File: src/rtl/txb_pkg.sv
package txb_pkg;
  localparam int unsigned NUM_STEPS = 7;
  localparam int unsigned STEP_W    = $clog2(NUM_STEPS + 1);

  typedef enum logic [1:0] {
    ST_IDLE = 2'd0,
    ST_RUN  = 2'd1,
    ST_TERM = 2'd2
  } txb_state_e;
endpackage

File: src/rtl/txb_step_table.sv
module txb_step_table
  import txb_pkg::*;
#(
  parameter int unsigned     AW          = 8,
  parameter int unsigned     DW          = 8,
  parameter logic [AW-1:0]   A_DRV_PWR   = 8'h20,
  parameter logic [AW-1:0]   A_P2S_CLK   = 8'h21,
  parameter logic [AW-1:0]   A_WORD_CLK  = 8'h22,
  parameter logic [AW-1:0]   A_RCLK_TX   = 8'h23,
  parameter logic [AW-1:0]   A_P2S_RST   = 8'h24,
  parameter logic [AW-1:0]   A_LANE_FIFO = 8'h28
) (
  input  logic [STEP_W-1:0] idx_i,
  output logic [AW-1:0]     addr_o,
  output logic [DW-1:0]     data_o
);
  // Order is behaviour: the lane FIFO register is written twice, 0x09 then 0x08.
  localparam logic [AW-1:0] ADDR_LIST [NUM_STEPS] = '{
    A_DRV_PWR, A_P2S_CLK, A_WORD_CLK, A_RCLK_TX, A_P2S_RST, A_LANE_FIFO, A_LANE_FIFO
  };
  localparam logic [DW-1:0] DATA_LIST [NUM_STEPS] = '{
    DW'(8'h03), DW'(8'h01), DW'(8'h01), DW'(8'h01), DW'(8'h01), DW'(8'h09), DW'(8'h08)
  };

  always_comb begin
    addr_o = '0;
    data_o = '0;
    if (idx_i < STEP_W'(NUM_STEPS)) begin
      addr_o = ADDR_LIST[idx_i];
      data_o = DATA_LIST[idx_i];
    end
  end
endmodule

File: src/rtl/txb_ack_timer.sv
module txb_ack_timer #(
  parameter int unsigned TW = 8
) (
  input  logic          clk,
  input  logic          rst_n,
  input  logic          stall_i,
  input  logic          clear_i,
  input  logic [TW-1:0] limit_i,
  output logic          fire_o
);
  logic [TW-1:0] cnt_q;

  // cnt_q counts stalled cycles already seen. The limit-th stalled cycle fires.
  assign fire_o = stall_i && (limit_i != '0) && (cnt_q == limit_i - 1'b1);

  always_ff @(posedge clk or negedge rst_n) begin
    if (!rst_n) begin
      cnt_q <= '0;
    end else if (clear_i || !stall_i) begin
      cnt_q <= '0;
    end else if (cnt_q != '1) begin
      cnt_q <= cnt_q + 1'b1;
    end
  end

  // a cycle without stall restarts the count
  p_cnt_clear_r6: assert property (@(posedge clk) disable iff (!rst_n)
    (!stall_i) |=> (cnt_q == '0));
  // each stalled cycle that does not fire adds one to the count
  p_cnt_step_r6: assert property (@(posedge clk) disable iff (!rst_n)
    (stall_i && !clear_i && !fire_o && (cnt_q != '1)) |=> (cnt_q == $past(cnt_q) + 1'b1));
endmodule

File: src/rtl/txb_term_shadow.sv
module txb_term_shadow #(
  parameter int unsigned NCH = 4,
  parameter int unsigned CW  = 2
) (
  input  logic           clk,
  input  logic           rst_n,
  input  logic           upd_i,
  input  logic [CW-1:0]  chan_i,
  input  logic           sel_i,
  output logic [NCH-1:0] mask_o
);
  for (genvar g = 0; g < NCH; g++) begin : g_ch
    logic bit_q;
    always_ff @(posedge clk or negedge rst_n) begin
      if (!rst_n) begin
        bit_q <= 1'b0;
      end else if (upd_i && (chan_i == CW'(g))) begin
        bit_q <= sel_i;
      end
    end
    assign mask_o[g] = bit_q;
  end

  // without an accepted update the mask holds
  p_mask_hold_r9: assert property (@(posedge clk) disable iff (!rst_n)
    (!upd_i) |=> $stable(mask_o));
  // one update touches at most one channel
  p_one_chan_r8: assert property (@(posedge clk) disable iff (!rst_n)
    upd_i |=> ($countones(mask_o ^ $past(mask_o)) <= 1));
endmodule

File: src/rtl/txb_bringup_seq.sv
module txb_bringup_seq
  import txb_pkg::*;
#(
  parameter int unsigned   AW          = 8,
  parameter int unsigned   DW          = 8,
  parameter int unsigned   NCH         = 4,
  parameter int unsigned   TMO_W       = 8,
  parameter logic [AW-1:0] A_DRV_PWR   = 8'h20,
  parameter logic [AW-1:0] A_P2S_CLK   = 8'h21,
  parameter logic [AW-1:0] A_WORD_CLK  = 8'h22,
  parameter logic [AW-1:0] A_RCLK_TX   = 8'h23,
  parameter logic [AW-1:0] A_P2S_RST   = 8'h24,
  parameter logic [AW-1:0] A_LANE_FIFO = 8'h28,
  parameter logic [AW-1:0] A_TERM_SEL  = 8'h30,
  localparam int unsigned  CH_W        = (NCH > 1) ? $clog2(NCH) : 1
) (
  input  logic              clk,
  input  logic              rst_n,
  input  logic              start_i,
  input  logic              abort_i,
  input  logic              term_req_i,
  input  logic [CH_W-1:0]   term_chan_i,
  input  logic              term_50_i,
  input  logic [TMO_W-1:0]  tmo_limit_i,
  output logic              wr_valid_o,
  input  logic              wr_ready_i,
  output logic [AW-1:0]     wr_addr_o,
  output logic [DW-1:0]     wr_data_o,
  output logic              busy_o,
  output logic              done_o,
  output logic              err_o,
  output logic [STEP_W-1:0] step_o
);
  txb_state_e        state_q;
  logic [STEP_W-1:0] step_q;
  logic              done_q, err_q;
  logic              hs, tmo_fire, term_accept, last_step;
  logic [AW-1:0]     tab_addr;
  logic [DW-1:0]     tab_data, term_data;
  logic [NCH-1:0]    term_mask;

  assign hs          = wr_valid_o && wr_ready_i;
  assign last_step   = (step_q == STEP_W'(NUM_STEPS - 1));
  assign term_accept = (state_q == ST_IDLE) && term_req_i && !start_i && !abort_i;

  txb_step_table #(
    .AW(AW), .DW(DW),
    .A_DRV_PWR(A_DRV_PWR), .A_P2S_CLK(A_P2S_CLK), .A_WORD_CLK(A_WORD_CLK),
    .A_RCLK_TX(A_RCLK_TX), .A_P2S_RST(A_P2S_RST), .A_LANE_FIFO(A_LANE_FIFO)
  ) u_table (
    .idx_i (step_q),
    .addr_o(tab_addr),
    .data_o(tab_data)
  );

  txb_ack_timer #(.TW(TMO_W)) u_timer (
    .clk    (clk),
    .rst_n  (rst_n),
    .stall_i(wr_valid_o && !wr_ready_i),
    .clear_i(abort_i),
    .limit_i(tmo_limit_i),
    .fire_o (tmo_fire)
  );

  txb_term_shadow #(.NCH(NCH), .CW(CH_W)) u_shadow (
    .clk   (clk),
    .rst_n (rst_n),
    .upd_i (term_accept),
    .chan_i(term_chan_i),
    .sel_i (term_50_i),
    .mask_o(term_mask)
  );

  always_comb begin
    term_data = '0;
    term_data[NCH-1:0] = term_mask;
  end

  always_ff @(posedge clk or negedge rst_n) begin
    if (!rst_n) begin
      state_q <= ST_IDLE;
      step_q  <= '0;
      done_q  <= 1'b0;
      err_q   <= 1'b0;
    end else if (abort_i) begin
      state_q <= ST_IDLE;
      step_q  <= '0;
      done_q  <= 1'b0;
      err_q   <= 1'b0;
    end else begin
      unique case (state_q)
        ST_IDLE: begin
          if (start_i) begin
            state_q <= ST_RUN;
            step_q  <= '0;
            done_q  <= 1'b0;
            err_q   <= 1'b0;
          end else if (term_req_i) begin
            state_q <= ST_TERM;
          end
        end
        ST_RUN: begin
          if (tmo_fire) begin
            state_q <= ST_IDLE;
            err_q   <= 1'b1;
            done_q  <= 1'b0;
          end else if (hs) begin
            step_q <= step_q + 1'b1;
            if (last_step) begin
              state_q <= ST_IDLE;
              done_q  <= 1'b1;
            end
          end
        end
        ST_TERM: begin
          if (tmo_fire) begin
            state_q <= ST_IDLE;
            err_q   <= 1'b1;
            done_q  <= 1'b0;
          end else if (hs) begin
            state_q <= ST_IDLE;
          end
        end
        default: state_q <= ST_IDLE;
      endcase
    end
  end

  assign wr_valid_o = (state_q != ST_IDLE);
  assign wr_addr_o  = (state_q == ST_TERM) ? A_TERM_SEL : tab_addr;
  assign wr_data_o  = (state_q == ST_TERM) ? term_data  : tab_data;
  assign busy_o     = (state_q != ST_IDLE);
  assign done_o     = done_q;
  assign err_o      = err_q;
  assign step_o     = step_q;

  // a stalled write keeps its address and data
  p_hold_r3: assert property (@(posedge clk) disable iff (!rst_n)
    (wr_valid_o && !wr_ready_i && !abort_i && !tmo_fire)
      |=> (wr_valid_o && $stable(wr_addr_o) && $stable(wr_data_o)));
  // each accepted bring-up write advances the step index by one
  p_step_r4: assert property (@(posedge clk) disable iff (!rst_n)
    (state_q == ST_RUN && hs && !abort_i) |=> (step_o == $past(step_o) + 1'b1));
  // completion and error never coexist
  p_excl_r4: assert property (@(posedge clk) disable iff (!rst_n)
    !(done_o && err_o));
  // done rises only right after the final FIFO-control write
  p_done_last_r2: assert property (@(posedge clk) disable iff (!rst_n)
    $rose(done_o) |-> ($past(hs) && ($past(wr_addr_o) == A_LANE_FIFO)
                       && ($past(wr_data_o) == DW'(8'h08))));
  // a start while busy leaves the sequence running and the step unchanged
  p_busy_start_r5: assert property (@(posedge clk) disable iff (!rst_n)
    (busy_o && start_i && !abort_i && !hs && !tmo_fire) |=> (busy_o && $stable(step_o)));
  // a timeout halts and flags
  p_fire_r6: assert property (@(posedge clk) disable iff (!rst_n)
    (tmo_fire && !abort_i) |=> (err_o && !wr_valid_o && $stable(step_o)));
  // abort returns to a clean idle
  p_abort_r7: assert property (@(posedge clk) disable iff (!rst_n)
    abort_i |=> (!wr_valid_o && !busy_o && !done_o && !err_o && (step_o == '0)));
endmodule

File: config.mk
export PLATFORM = sky130hd
export DESIGN_NAME = txb_bringup_seq
export DESIGN_NICKNAME = d
export VERILOG_FILES = /design/src/rtl/txb_pkg.sv /design/src/rtl/txb_step_table.sv /design/src/rtl/txb_ack_timer.sv /design/src/rtl/txb_term_shadow.sv /design/src/rtl/txb_bringup_seq.sv
export SDC_FILE = /design/constraint.sdc
export NUM_CORES = 1
export LEC_CHECK = 0
export BUFFER_PORTS_ARGS = -buffer_cell sky130_fd_sc_hd__buf_2
export CORE_MARGIN = 8
export CORE_UTILIZATION = 47
export DETAILED_ROUTE_END_ITERATION = 10
export PLACE_DENSITY = 0.76
export SLEW_MARGIN = 20
export SYNTH_ARGS = -nofsm -noshare
export SYNTH_HDL_FRONTEND = slang
export SYNTH_SLANG_ARGS = --single-unit
File: constraint.sdc
create_clock -name clk -period 1.69 [get_ports clk]
set_input_delay 0.338 -clock clk [delete_from_list [all_inputs] [get_ports clk]]
set_output_delay 0.338 -clock clk [all_outputs]
set_load 0.005 [all_outputs]
**After elaboration in Yosys (flattened, before gate mapping)**

Memory sizes are Yosys's and may differ from the RTL's.
Cells that the tools add are included.

- Multiplexer cells: 34
- Reduce and logical (&&, ||, !) cells: 29
- Bitwise logic cells: 1
- $lt $le $gt $ge: 2
- Add/sub/neg operators: 3
- Eq/ne operators: 17

Operators by type and width:

| kind | number |
|---|---|
| 2-to-1 mux 8 bit | 10 |
| 2-to-1 mux 2 bit | 8 |
| inequality test 4 bit, second input constant | 4 |
| 2-to-1 mux 3 bit | 4 |
| inequality test 3 bit, second input constant | 4 |
| logical AND 1 bit | 11 |
| adder 8 x 1 -> 8 bit, second input constant | 1 |
| == test 8 bit | 1 |
| 2-to-1 mux 1 bit | 8 |
| inequality test 8 bit, second input constant | 1 |
| AND reduction 4 bit | 2 |
| nonzero test 8 bit | 1 |
| subtractor 8 x 1 -> 8 bit, second input constant | 1 |
| == test 2 bit, second input constant | 3 |
| case mux 2 bit (3 select lines) | 1 |
| case mux 3 bit (2 select lines) | 1 |
| nonzero test 3 bit | 2 |
| AND reduction 5 bit | 1 |
| == test 2 x 1 -> 1 bit, second input constant | 2 |
| >= comparator 4 bit, second input constant | 1 |
| logical NOT 1 bit | 4 |
| logical NOT 2 bit | 2 |
| inverter 3 -> 4 bit | 1 |
| nonzero test 2 bit | 2 |
| 10 further kinds | 10 |

- Word-level logic and storage cells: 97
- Memories: 2
- Bits of input ports: 17
- Register bits: 19
- Output and inout bits: 23
- Bits in read-only memories: 128

Memories:

| name | depth | bits a word | read ports | clocked after Yosys merged registers in | write ports | line | RTL |
|---|---|---|---|---|---|---|---|
| (no name shown) | 8 | 8 | 1 | 0 | 0 | txb_step_table.sv:30 | `data_o = DATA_LIST[idx_i];` |
| (no name shown) | 8 | 8 | 1 | 0 | 0 | txb_step_table.sv:29 | `addr_o = ADDR_LIST[idx_i];` |

**Logic depth before layout (Yosys ltp)**

Gate-level depths: netlist of run 1.

- Depth after elaboration: 7
- Depth in mapped cells: 8
- Gate-level depth less buffers: 8

**Modules after synthesis**

Synthesis of run 1 repeated with hierarchy kept, for this count alone.

- Cell total of the unflattened synthesis: 182
- Area, all modules: 1661.6 um2

Modules (own cells, without submodules):

| module | times used | sequential area each (um2) | cells an instance | area an instance (um2) |
|---|---|---|---|---|
| txb_bringup_seq | 1 | 175.2 | 75 | 699.4 |
| txb_ack_timer | 1 | 200.2 | 73 | 634.4 |
| txb_term_shadow | 1 | 100.1 | 16 | 207.7 |
| txb_step_table | 1 | 0.0 | 18 | 120.1 |

**Worst setup path after synthesis of run 1**

OpenSTA, ideal clock, no wires.

- Kind: reg2out
- Start: reg state_q[0]
- End: out wr_data_o[3]
- Data required time: 1.352 ns
- Slack: -0.190 ns
- Arrival time: 1.542 ns
- Buffers on the path: 1
- Cell stages (with the launch flop): 6
- Path through: dfrtp_1 > inv_1 > ha_1 > clkbuf_1 > a2111oi_0 > a21o_1

- Longest elaborated chain between the ends: 2

RTL lines:

| what | line | RTL |
|---|---|---|
| start, declared | txb_bringup_seq.sv:34 | `txb_state_e state_q;` |
| start signal, assigned | txb_bringup_seq.sv:81 | `state_q <= ST_IDLE;` |
| start signal, assigned | txb_bringup_seq.sv:86 | `state_q <= ST_IDLE;` |
| start signal, assigned | txb_bringup_seq.sv:94 | `state_q <= ST_RUN;` |
| == test 2 bit | txb_bringup_seq.sv:131 | `assign wr_data_o = (state_q == ST_TERM) ? term_data : tab_data;` |
| 2-to-1 mux 8 bit | txb_bringup_seq.sv:131 |  |
| end, declared | txb_bringup_seq.sv:28 | `output logic [DW-1:0] wr_data_o,` |

No other way between the ends.

**Worst setup path after layout of run 1**

- Start: reg step_q[0] (netlist: step_o[0])
- End: out wr_data_o[3]

- Longest elaborated chain between the ends: 6
- Elaborated cells on any way between the ends: 7

RTL lines:

| what | line | RTL |
|---|---|---|
| start, declared | txb_bringup_seq.sv:35 | `logic [STEP_W-1:0] step_q;` |
| start signal, assigned | txb_bringup_seq.sv:108 | `step_q <= step_q + 1'b1;` |
| inverter 3 -> 4 bit (not written as such) | txb_step_table.sv:30 |  |
| memory read (8 x 8 bit) | n/a |  |
| 2-to-1 mux 8 bit (not written as such) (2 in a row) | txb_step_table.sv:30 |  |
| 2-to-1 mux 8 bit * | txb_step_table.sv:28 | `if (idx_i < STEP_W'(NUM_STEPS)) begin` |
| 2-to-1 mux 8 bit * | txb_bringup_seq.sv:131 |  |

Every way passes the cells marked *; elsewhere a longest branch is shown, timed or not. The select of a mux whose other input is x is not followed.

==> flow_summary.toml, run 1 <==
[drt]
vias = 1618
drt_first_iter_violations = 143
drc = 0
wl_per_cell_um = 18.2
dr.pass1.iters = 4
via_per_inst = 5.54
drtAntennaViolNets = 0
routed_wl_um = 5310

[power]
sequentialPowerShare_pct = 30.1
swShare_pct = 38.1
irDropWorstVdd_mv = 0.436
switchingPower_uw = 723
p_leak_nw = 1.11
p_total_mw = 1.90
internal-power_mw = 1.18
pwr-share-clk_pct = 12.9
combPwrFrac_pct = 57.0
cellPowerDensity_nw_per_um2 = 797

[global_routing]
grt_max_degree = 20
grt_usage_pct = 15.6
grt.overflow.total = 0
grt_pass1_wl_um = 6670
antenna_found_initial = 0
grt_pass1_vias = 1438

[logic_synthesis]
synth_warnings = 0
syn_avg_cell_area_um2 = 8.71
synth-seq-cells = 19
synthTopCellsByArea = "dfrtp_1 32%, ha_1 8.5%, xor2_1 4.1%"
ys_seq_area_share_pct = 32.1
synth_cell_types = 43
syn_area_um2 = 1480
synth.top_cell.area_share_pct = 32.1
yosys.area.top_type = "dfrtp_1"
syn_inst = 170

[worst_setup_path]
crit_chain = "inv_2 -> ha_4 -> a2111oi_4 -> buf_4 -> a21o_1 -> buf_2"
worst_path_max_delay_cell = "dfrtp_1"
critPathBufInv = 3
cp_top_family = "flip-flops"
start_kind = "flop"
crit_type = "flop to primary output"
r2r_setup_slack_ns = -0.26
endpoint_kind = "primary output"
crit_fanout = 2
arrival_ns = 1.65
max_stage_delay_ns = 0.44
required_ns = 1.35

[floorplanning]
die_w_um = 72.1
num_io_pins = 40
placementRows = 20
die_h_um = 72.1
die_area_um2 = 5200
initial_utilization_pct = 48.9
coreArea_um2 = 3030

[timing]
drv_slew = 0
clock_skew_ns = 0.0159
hold_violations = 0
tns_ns = -3.67
setup_slack_ns = -0.298
worst-slew-pin-transition_ns = 0.526
slew_headroom_pct = 64.6
fin_crit_sh_pct = 118
rsz0062_at_grt = "true"
fmax_mhz = 503
setup_viol = 22
min_period_ns = 1.99

[clock_network]
cts_buffers = 3
clockBufferDepth = 2
clock-sinks = 19
cts.clk_slew.worst_paths_ns = 0.12
root_buffer = "clkbuf_4"
cts_tree = "done"
cts.htree.levels = 1
insertion_delay_ns = 0.32

[run_status]
failed_checks = "negative setup slack"
status = "complete, but fails checks"

[hold_path]
hold_path_class = "primary input to flop"

[final_layout]
layout.nets = 276
n_fill_cell = 196
drive_gt1_share_pct = 52.4
syn2layout_area_growth_pct = 60.9
diodes = 0
instances_no_fill = 292

[place]
dp_hpwl_um = 3020
place.gp.congestion = 0.824
pre_cts_slack_ns = -0.286
portBuffers = 33
dp.cells = 274

[run]
cap_violations = 0
cells by family after synthesis:
group	count (synthesis)	synth area share [%]
flip-flops	19	32.1
other	1	0.253
multiplexers	5	3.72
adder cells (fa/ha/maj)	10	8.45
XOR/XNOR	13	7.69
AND/OR/NAND/NOR	71	26.5
AO/OA/AOI/OAI	27	13.4
buffers and inverters	24	7.86
sequential cells by signal, indices dropped and copies added, names as in the netlist:
name,cells
done_o,1
u_shadow.g_ch.bit_q,4
step_o,3
u_timer.cnt_q,8
err_o,1
state_q,2
metrics by stage:
| stage | utilization (%) | cell area (µm²) | hold slack [ns] |
|---|---|---|---|
| 2_1_floorplan | - | 1510 | 0.0424 |
| 3_3_place_gp | 63.1 | 1910 | 0.302 |
| 3_5_place_dp | 63.1 | 1910 | 0.301 |
| 4_1_cts | 69.0 | 2090 | 0.311 |
| 5_1_grt | 78.7 | 2380 | 0.312 |
| 6_report | 78.7 | 2380 | 0.319 |
timing repair:
action / 4_1_cts / 5_1_grt
hold buffers: 1 / 0
pin swaps: 5 / 19
setup endpoints to repair: 17 / 26
buffers inserted: 3 / 10
endpoints found under the hold margin: 19 / 0
resized for setup: 25 / 50
cell usage in the layout (no fill, tap or decap), drive strengths merged, types with 3 or more instances in the layout:
| master | instances |
|---|---|
| buf | 79 |
| dfrtp | 19 |
| nor2 | 16 |
| inv | 13 |
| nand2 | 12 |
| ha | 10 |
| nor3 | 8 |
| xor2 | 7 |
| xnor2 | 6 |
| conb | 6 |
| a21oi | 6 |
| nand4 | 5 |
| and3 | 4 |
| mux2 | 4 |
| a31oi | 4 |
| nor4 | 4 |
| clkbuf | 4 |
| nand3 | 4 |
| o21ai | 4 |
| nor3b | 3 |
| nor2b | 3 |
worst register-to-register path, stage by stage (launching register included):
cell	delay (ns)
dfrtp_1	0.43
buf_6	0.13
inv_4	0.04
ha_4	0.17
nor4_1	0.29
and3_1	0.21
nand4_2	0.12
nor4bb_2	0.22
a211o_1	0.23
power groups by stage:
stage          Sequential, mW  Combinational (mW)  Clock (mW)
2_1_floorplan           0.557               0.344           0
3_3_place_gp            0.562               0.588           0
3_5_place_dp            0.566               0.607           0
4_1_cts                 0.559               0.749       0.245
5_1_grt                 0.575                1.14       0.262
6_report                0.571                1.08       0.244
synth_stat cells (all sizes together):
cell,count
a2111oi,2
nand4b,2
nand4,5
a311oi,1
o211a,1
and2,1
a31oi,4
o31ai,2
a211o,1
nor2,16
nand2,12
nor2b,3
clkbuf,4
buf,7
xnor2,6
or2,2
a21o,1
xor2,7
nor3b,3
a211oi,2
and3,4
ha,10
nand3b,1
o21bai,1
nor4,4
o31a,1
nand2b,2
or3,1
nor3,8
nand3,4
inv,13
mux2,4
o21ai,4
mux2i,1
and4,1
nor4bb,2
conb,1
a2111o,1
dfrtp,19
a21oi,6
per-layer routing:
metal,routed length [µm],track usage (%)
met4,255,4.54
met2,2700,29.0
met1,2080,17.0
met5,0,0
met3,273,3.58
path summary, 6_finish.rpt:
kind                       cells after the start                     end                    from
min reg2reg                                    1  u_shadow.g_ch[2].bit_q  u_shadow.g_ch[2].bit_q
max in group asynchronous                      2        u_timer.cnt_q[6]                   rst_n
max reg2reg                                    8                  done_o              state_q[1]
max                                            6            wr_data_o[3]               step_o[0]
min in group asynchronous                      2               step_o[1]                   rst_n
min                                            2  u_shadow.g_ch[0].bit_q               term_50_i
layout make-up:
| type | count | area [µm²] | share of cell area (%) |
|---|---|---|---|
| Tap cell | 44 | 55.1 | 2.31 |
| Inverter | 13 | 56.3 | 2.36 |
| Sequential cell | 19 | 475 | 20.0 |
| Timing Repair Buffer | 80 | 591 | 24.8 |
| Multi-Input combinational cell | 132 | 1180 | 49.5 |
| Clock buffer | 4 | 26.3 | 1.10 |
(Power assumes the default switching activity.)
==> run 2: changes to the inputs <==
--- a/config.mk
+++ b/config.mk
@@ -6,7 +6,6 @@
 export NUM_CORES = 1
 export LEC_CHECK = 0
 export BUFFER_PORTS_ARGS = -buffer_cell sky130_fd_sc_hd__buf_2
-export CORE_MARGIN = 8
 export CORE_UTILIZATION = 47
 export DETAILED_ROUTE_END_ITERATION = 10
 export PLACE_DENSITY = 0.76
==> run 2 against run 1 <==
Net effect:
- the flow still finishes with violations (negative setup slack)
- worst setup slack worse by 0.0052 ns
- die area down 35%
- total power down 9.1%
- critical endpoint is now wr_addr_o[2]
- largest power group unchanged
- highest routed layer unchanged
==> flow_summary.toml, run 2 (synthesis gave the netlist of run 1 again) <==
[clock_network]
cts_tree = "done"
cts.htree.levels = 1
cts.clk_slew.worst_paths_ns = 0.12
insertion_delay_ns = 0.31
clock-sinks = 19
cts_buffers = 3
root_buffer = "clkbuf_4"
clockBufferDepth = 2

[drt]
wl_met1_um = 1630
via_per_inst = 5.28
dr.pass1.iters = 4
routed_wl_um = 4090
wl_per_cell_um = 14.2
drc = 0
wl_met2_um = 2220
drtAntennaViolNets = 0
vias = 1516
drt_first_iter_violations = 81
top_layer = "met4"
route.met3.wl_um = 144

[global_routing]
grt_pass1_wl_um = 5600
antenna_found_initial = 0
grt.overflow.total = 0
grt_usage_pct = 21.6
grt_max_degree = 20
grt_pass1_vias = 1282

[worst_setup_path]
crit_chain = "inv_2 -> buf_4 -> ha_1 -> inv_2 -> a2111oi_2 -> buf_2"
r2r_setup_slack_ns = -0.20
required_ns = 1.35
max_stage_delay_ns = 0.42
crit_fanout = 3
cp_top_family = "buffers and inverters"
r2r_end = "state_q[0]"
crit_top_cell = "inv_2"
endpoint_kind = "primary output"
arrival_ns = 1.65
crit_type = "flop to primary output"
reg2regPathDepth = 9
start_kind = "flop"
worstReg2RegStart = "state_q[1]"
worst_path_max_delay_cell = "dfrtp_1"
critPathBufInv = 4

[place]
placed_area_um2 = 1900
portBuffers = 33
place.gp.congestion = 0.834
dp.cells = 273
dp_hpwl_um = 2600

[power]
irDropWorstVdd_mv = 0.467
p_leak_nw = 1.08
cellPowerDensity_nw_per_um2 = 760

[floorplanning]
placementRows = 20
num_io_pins = 40
die_w_um = 58.1
die_area_um2 = 3380
die_h_um = 58.1
coreArea_um2 = 3030
initial_utilization_pct = 48.9

[final_layout]
diodes = 0
fin_util_pct = 75.0
mostFrequentLayoutCells = "33 x buf_4, 30 x buf_2, 18 x dfrtp_1"
instances_no_fill = 287
drive_gt1_share_pct = 49.4
regMostFlops = "u_timer.cnt_q"
layout.nets = 271
final_cell_area_um2 = 2270
mostFrequentLayoutCell = "buf_4"
syn2layout_area_growth_pct = 53.4
largest_reg_flops = 8

[run_status]
status = "complete, but fails checks"
failed_checks = "negative setup slack"

[hold_path]
hold_end = "u_shadow.g_ch[3].bit_q"
min_path_cells = 2
hp-start = "term_50_i"
hold_path_class = "primary input to flop"

[timing]
tns_ns = -2.32
fmax_mhz = 502
rsz0062_at_grt = "true"
fin_crit_sh_pct = 118
setup_slack_ns = -0.303
clock_skew_ns = 0.00712
hold_violations = 0
drv_slew = 0
min_period_ns = 1.99
hold_ws_ns = 0.295
setup_viol = 15

[run]
cap_violations = 0
run 2: cell count changes in the layout (fill, tap and decap cells not counted), sizes merged:
cell,delta
clkinv,+1
clkbuf,-1
buf,-5
run 2: worst max-delay path by stage:
stage | endpoint | cells past startpoint | start | slack (ns)
after floorplan | done_o | 6 | tmo_limit_i[3] | -0.11
after global placement | state_q[0] | 7 | tmo_limit_i[3] | -0.27
after detailed placement | state_q[0] | 7 | tmo_limit_i[3] | -0.29
after CTS | wr_data_o[3] | 5 | state_q[1] | -0.18
after global routing | wr_addr_o[2] | 6 | step_o[0] | -0.36
final | wr_addr_o[2] | 6 | step_o[0] | -0.30
run 2: cell type report:
cell class | instances | area, µm²
Clock buffer | 3 | 22.5
Clock inverter | 1 | 5.00
Fill cell | 202 | 757
Inverter | 13 | 51.3
Multi-Input combinational cell | 132 | 1130
Sequential cell | 19 | 477
Tap cell | 44 | 55.1
Timing Repair Buffer | 75 | 532
run 2: worst register-to-register path: cells and delay by family, from the launching register on:
family                   cells  cell delay [ns]
AND/OR/NAND/NOR              4             0.39
buffers and inverters        2             0.24
AO/OA/AOI/OAI                2             0.58
adder cells (fa/ha/maj)      1             0.20
flip-flops                   1             0.44
run 2: per-stage QoR:
step | total power [mW] | setup slack [ns]
floorplan | 0.901 | -0.111
global placement | 1.14 | -0.267
detailed placement | 1.15 | -0.292
CTS | 1.48 | -0.184
global route | 1.82 | -0.355
finish | 1.73 | -0.303
run 2: where the power goes:
group          leakage (nW)  total (mW)  internal, mW  switching (mW)
clock network        0.0177       0.242        0.0886           0.154
logic                 0.810       0.916         0.486           0.430
registers             0.256       0.568         0.516          0.0514
run 2: timing repair:
item,CTS,global route
hold buffers,1,0
setup buffers,4,5
endpoints found under the setup margin,16,23
pin swaps,6,10
endpoints found under the hold margin,19,0
gates resized for setup,14,44
run 2: routing by layer:
metal  vias to the layer above  GRT usage, %
met5                         -             0
met4                         0          6.12
li1                        740             -
met1                       724          26.4
met2                        42          38.4
met3                        10          4.02
==> run 3: changes to the inputs <==
--- a/config.mk
+++ b/config.mk
@@ -6,9 +6,10 @@
 export NUM_CORES = 1
 export LEC_CHECK = 0
 export BUFFER_PORTS_ARGS = -buffer_cell sky130_fd_sc_hd__buf_2
-export CORE_UTILIZATION = 47
+export CORE_UTILIZATION = 43
+export CTS_CLUSTER_DIAMETER = 100
 export DETAILED_ROUTE_END_ITERATION = 10
-export PLACE_DENSITY = 0.76
+export PLACE_DENSITY = 0.7
 export SLEW_MARGIN = 20
 export SYNTH_ARGS = -nofsm -noshare
 export SYNTH_HDL_FRONTEND = slang
==> run 3 against run 2 <==
Net effect:
- the flow still finishes with violations (negative setup slack)
- die area increased by 9.0%
- maximum frequency increased by 4.1%
- worst hold slack improved by 0.0077 ns
- cell count decreased by 1.4%
- utilization decreased by 2.7 points
- sequential power about the same
- total power increased by 1.1%
- first-iteration DRC count increased by 1.2%
- global-route usage increased by 0.74 points
- critical path depth unchanged
- largest cell class unchanged
- sequential share of layout area decreased by 0.15 points
- cell area increased by 0.44%
==> flow_summary.toml, run 3 (synthesis gave the netlist of run 1 again) <==
[place]
place.gp.congestion = 0.893
dp_hpwl_um = 2950
placed_area_um2 = 1880
portBuffers = 33

[worst_setup_path]
r2r_setup_slack_ns = -0.11
required_ns = 1.35
arrival_ns = 1.58
crit_fanout = 3
reg2regPathDepth = 8
start_kind = "flop"
worstReg2RegStart = "state_q[0]"
endpoint_kind = "primary output"
r2r_end = "state_q[0]"
crit_type = "flop to primary output"

[timing]
fin_crit_sh_pct = 113
hold_violations = 0
rsz0062_at_grt = "true"
drv_slew = 0
fmax_mhz = 522
setup_viol = 13
setup_slack_ns = -0.225
tns_ns = -1.75
clock_skew_ns = 0.0106
min_period_ns = 1.91

[hold_path]
hold_path_class = "primary input to flop"
hp-start = "term_50_i"
min_path_cells = 2
hold_end = "u_shadow.g_ch[0].bit_q"

[clock_network]
clock-sinks = 19
clockBufferDepth = 2
cts.htree.levels = 1
insertion_delay_ns = 0.31
cts_buffers = 3
cts_tree = "done"
root_buffer = "clkbuf_4"
cts.clk_slew.worst_paths_ns = 0.12

[floorplanning]
die_h_um = 60.7
initial_utilization_pct = 46.9
die_area_um2 = 3680
num_io_pins = 40
placementRows = 20
die_w_um = 60.7
coreArea_um2 = 3150

[drt]
dr.pass1.iters = 4
wl_per_cell_um = 15.9
via_per_inst = 5.60
vias = 1584
drt_first_iter_violations = 82
drtAntennaViolNets = 0
drc = 0
routed_wl_um = 4500

[global_routing]
grt_pass1_vias = 1427
grt_max_degree = 20
grt-busiest-layer = "met2"
antenna_found_initial = 0
grtUsageMet3_pct = 4.48
gr-usage-met1_pct = 24.9
grt.overflow.total = 0
grt_use_met2_pct = 42.9
grt_usage_pct = 22.3
grt_pass1_wl_um = 6120

[power]
sequentialPowerShare_pct = 32.6
pwr-share-clk_pct = 14.2
swShare_pct = 37.6
switchingPower_uw = 656
combPwrFrac_pct = 53.2
cellPowerDensity_nw_per_um2 = 765
irDropWorstVdd_mv = 0.549
internal-power_mw = 1.09
p_leak_nw = 1.06
p_total_mw = 1.75

[final_layout]
drive_gt1_share_pct = 50.6
mostFrequentLayoutCells = "31 x buf_2, 29 x buf_4, 19 x dfrtp_1"
mostFrequentLayoutCell = "buf_2"
n_fill_cell = 229
final_cell_area_um2 = 2280
regMostFlops = "u_timer.cnt_q"
syn2layout_area_growth_pct = 54.1
layout.nets = 267
diodes = 0
largest_reg_flops = 8

[run]
cap_violations = 0

[run_status]
status = "complete, but fails checks"
failed_checks = "negative setup slack"
==> run 3: cell types whose count changed in the layout (fill, tap and decap cells not counted), sizes merged <==
cell | before | now
clkinvlp | 0 | 1
clkinv | 1 | 0
buf | 74 | 70
==> run 3: layout make-up <==
class,instances,area (µm²),share of cell area [%]
Inverter,13,53.8,2.36
Clock buffer,3,22.5,0.987
Multi-Input combinational cell,132,1170,51.3
Clock inverter,1,7.51,0.329
Tap cell,44,55.1,2.41
Timing Repair Buffer,71,495,21.7
Sequential cell,19,475,20.8
==> run 3: critical path, stage by stage, from the launching register on <==
cell	delay, ns
dfrtp_1	0.43
inv_2	0.08
buf_6	0.10
ha_4	0.13
inv_4	0.04
a2111oi_4	0.28
buf_2	0.19
==> run 3: stage by stage <==
step	setup WS, ns	hold slack (ns)	instances	util (%)
2_1_floorplan	-0.111	0.0424	175	-
3_3_place_gp	-0.242	0.299	270	59.6
3_5_place_dp	-0.267	0.305	270	59.6
4_1_cts	-0.182	0.288	276	63.2
5_1_grt	-0.282	0.296	283	72.3
6_report	-0.225	0.302	283	72.3
==> run 3: how the worst max path moves through the flow <==
stage,start,end,slack [ns]
2_1_floorplan,tmo_limit_i[3],done_o,-0.11
3_3_place_gp,tmo_limit_i[1],state_q[0],-0.24
3_5_place_dp,tmo_limit_i[3],state_q[0],-0.27
4_1_cts,state_q[1],wr_data_o[3],-0.18
5_1_grt,state_q[0],state_q[0],-0.28
6_report,step_o[0],wr_addr_o[2],-0.22
==> run 3: power by group through the flow <==
stage / Sequential, mW / Combinational (mW) / Clock (mW)
3_5_place_dp: 0.566 / 0.578 / 0
4_1_cts: 0.560 / 0.631 / 0.258
2_1_floorplan: 0.557 / 0.344 / 0
3_3_place_gp: 0.560 / 0.564 / 0
6_report: 0.569 / 0.929 / 0.248
5_1_grt: 0.576 / 0.995 / 0.276
==> run 3: repair_timing <==
action                     4_1_cts  5_1_grt
hold endpoints to repair        19        0
gates cloned                     0        1
hold buffers                     1        0
gates resized for setup         16       48
setup endpoints to repair       17       26
buffers inserted                 1        6
pin swaps                        3       17
==> run 3: metal layers <==
| layer | wire, µm | vias up |
|---|---|---|
| li1 | - | 735 |
| met1 | 1790 | 799 |
| met2 | 2490 | 42 |
| met3 | 154 | 8 |
| met4 | 67 | 0 |
| met5 | 0 | - |
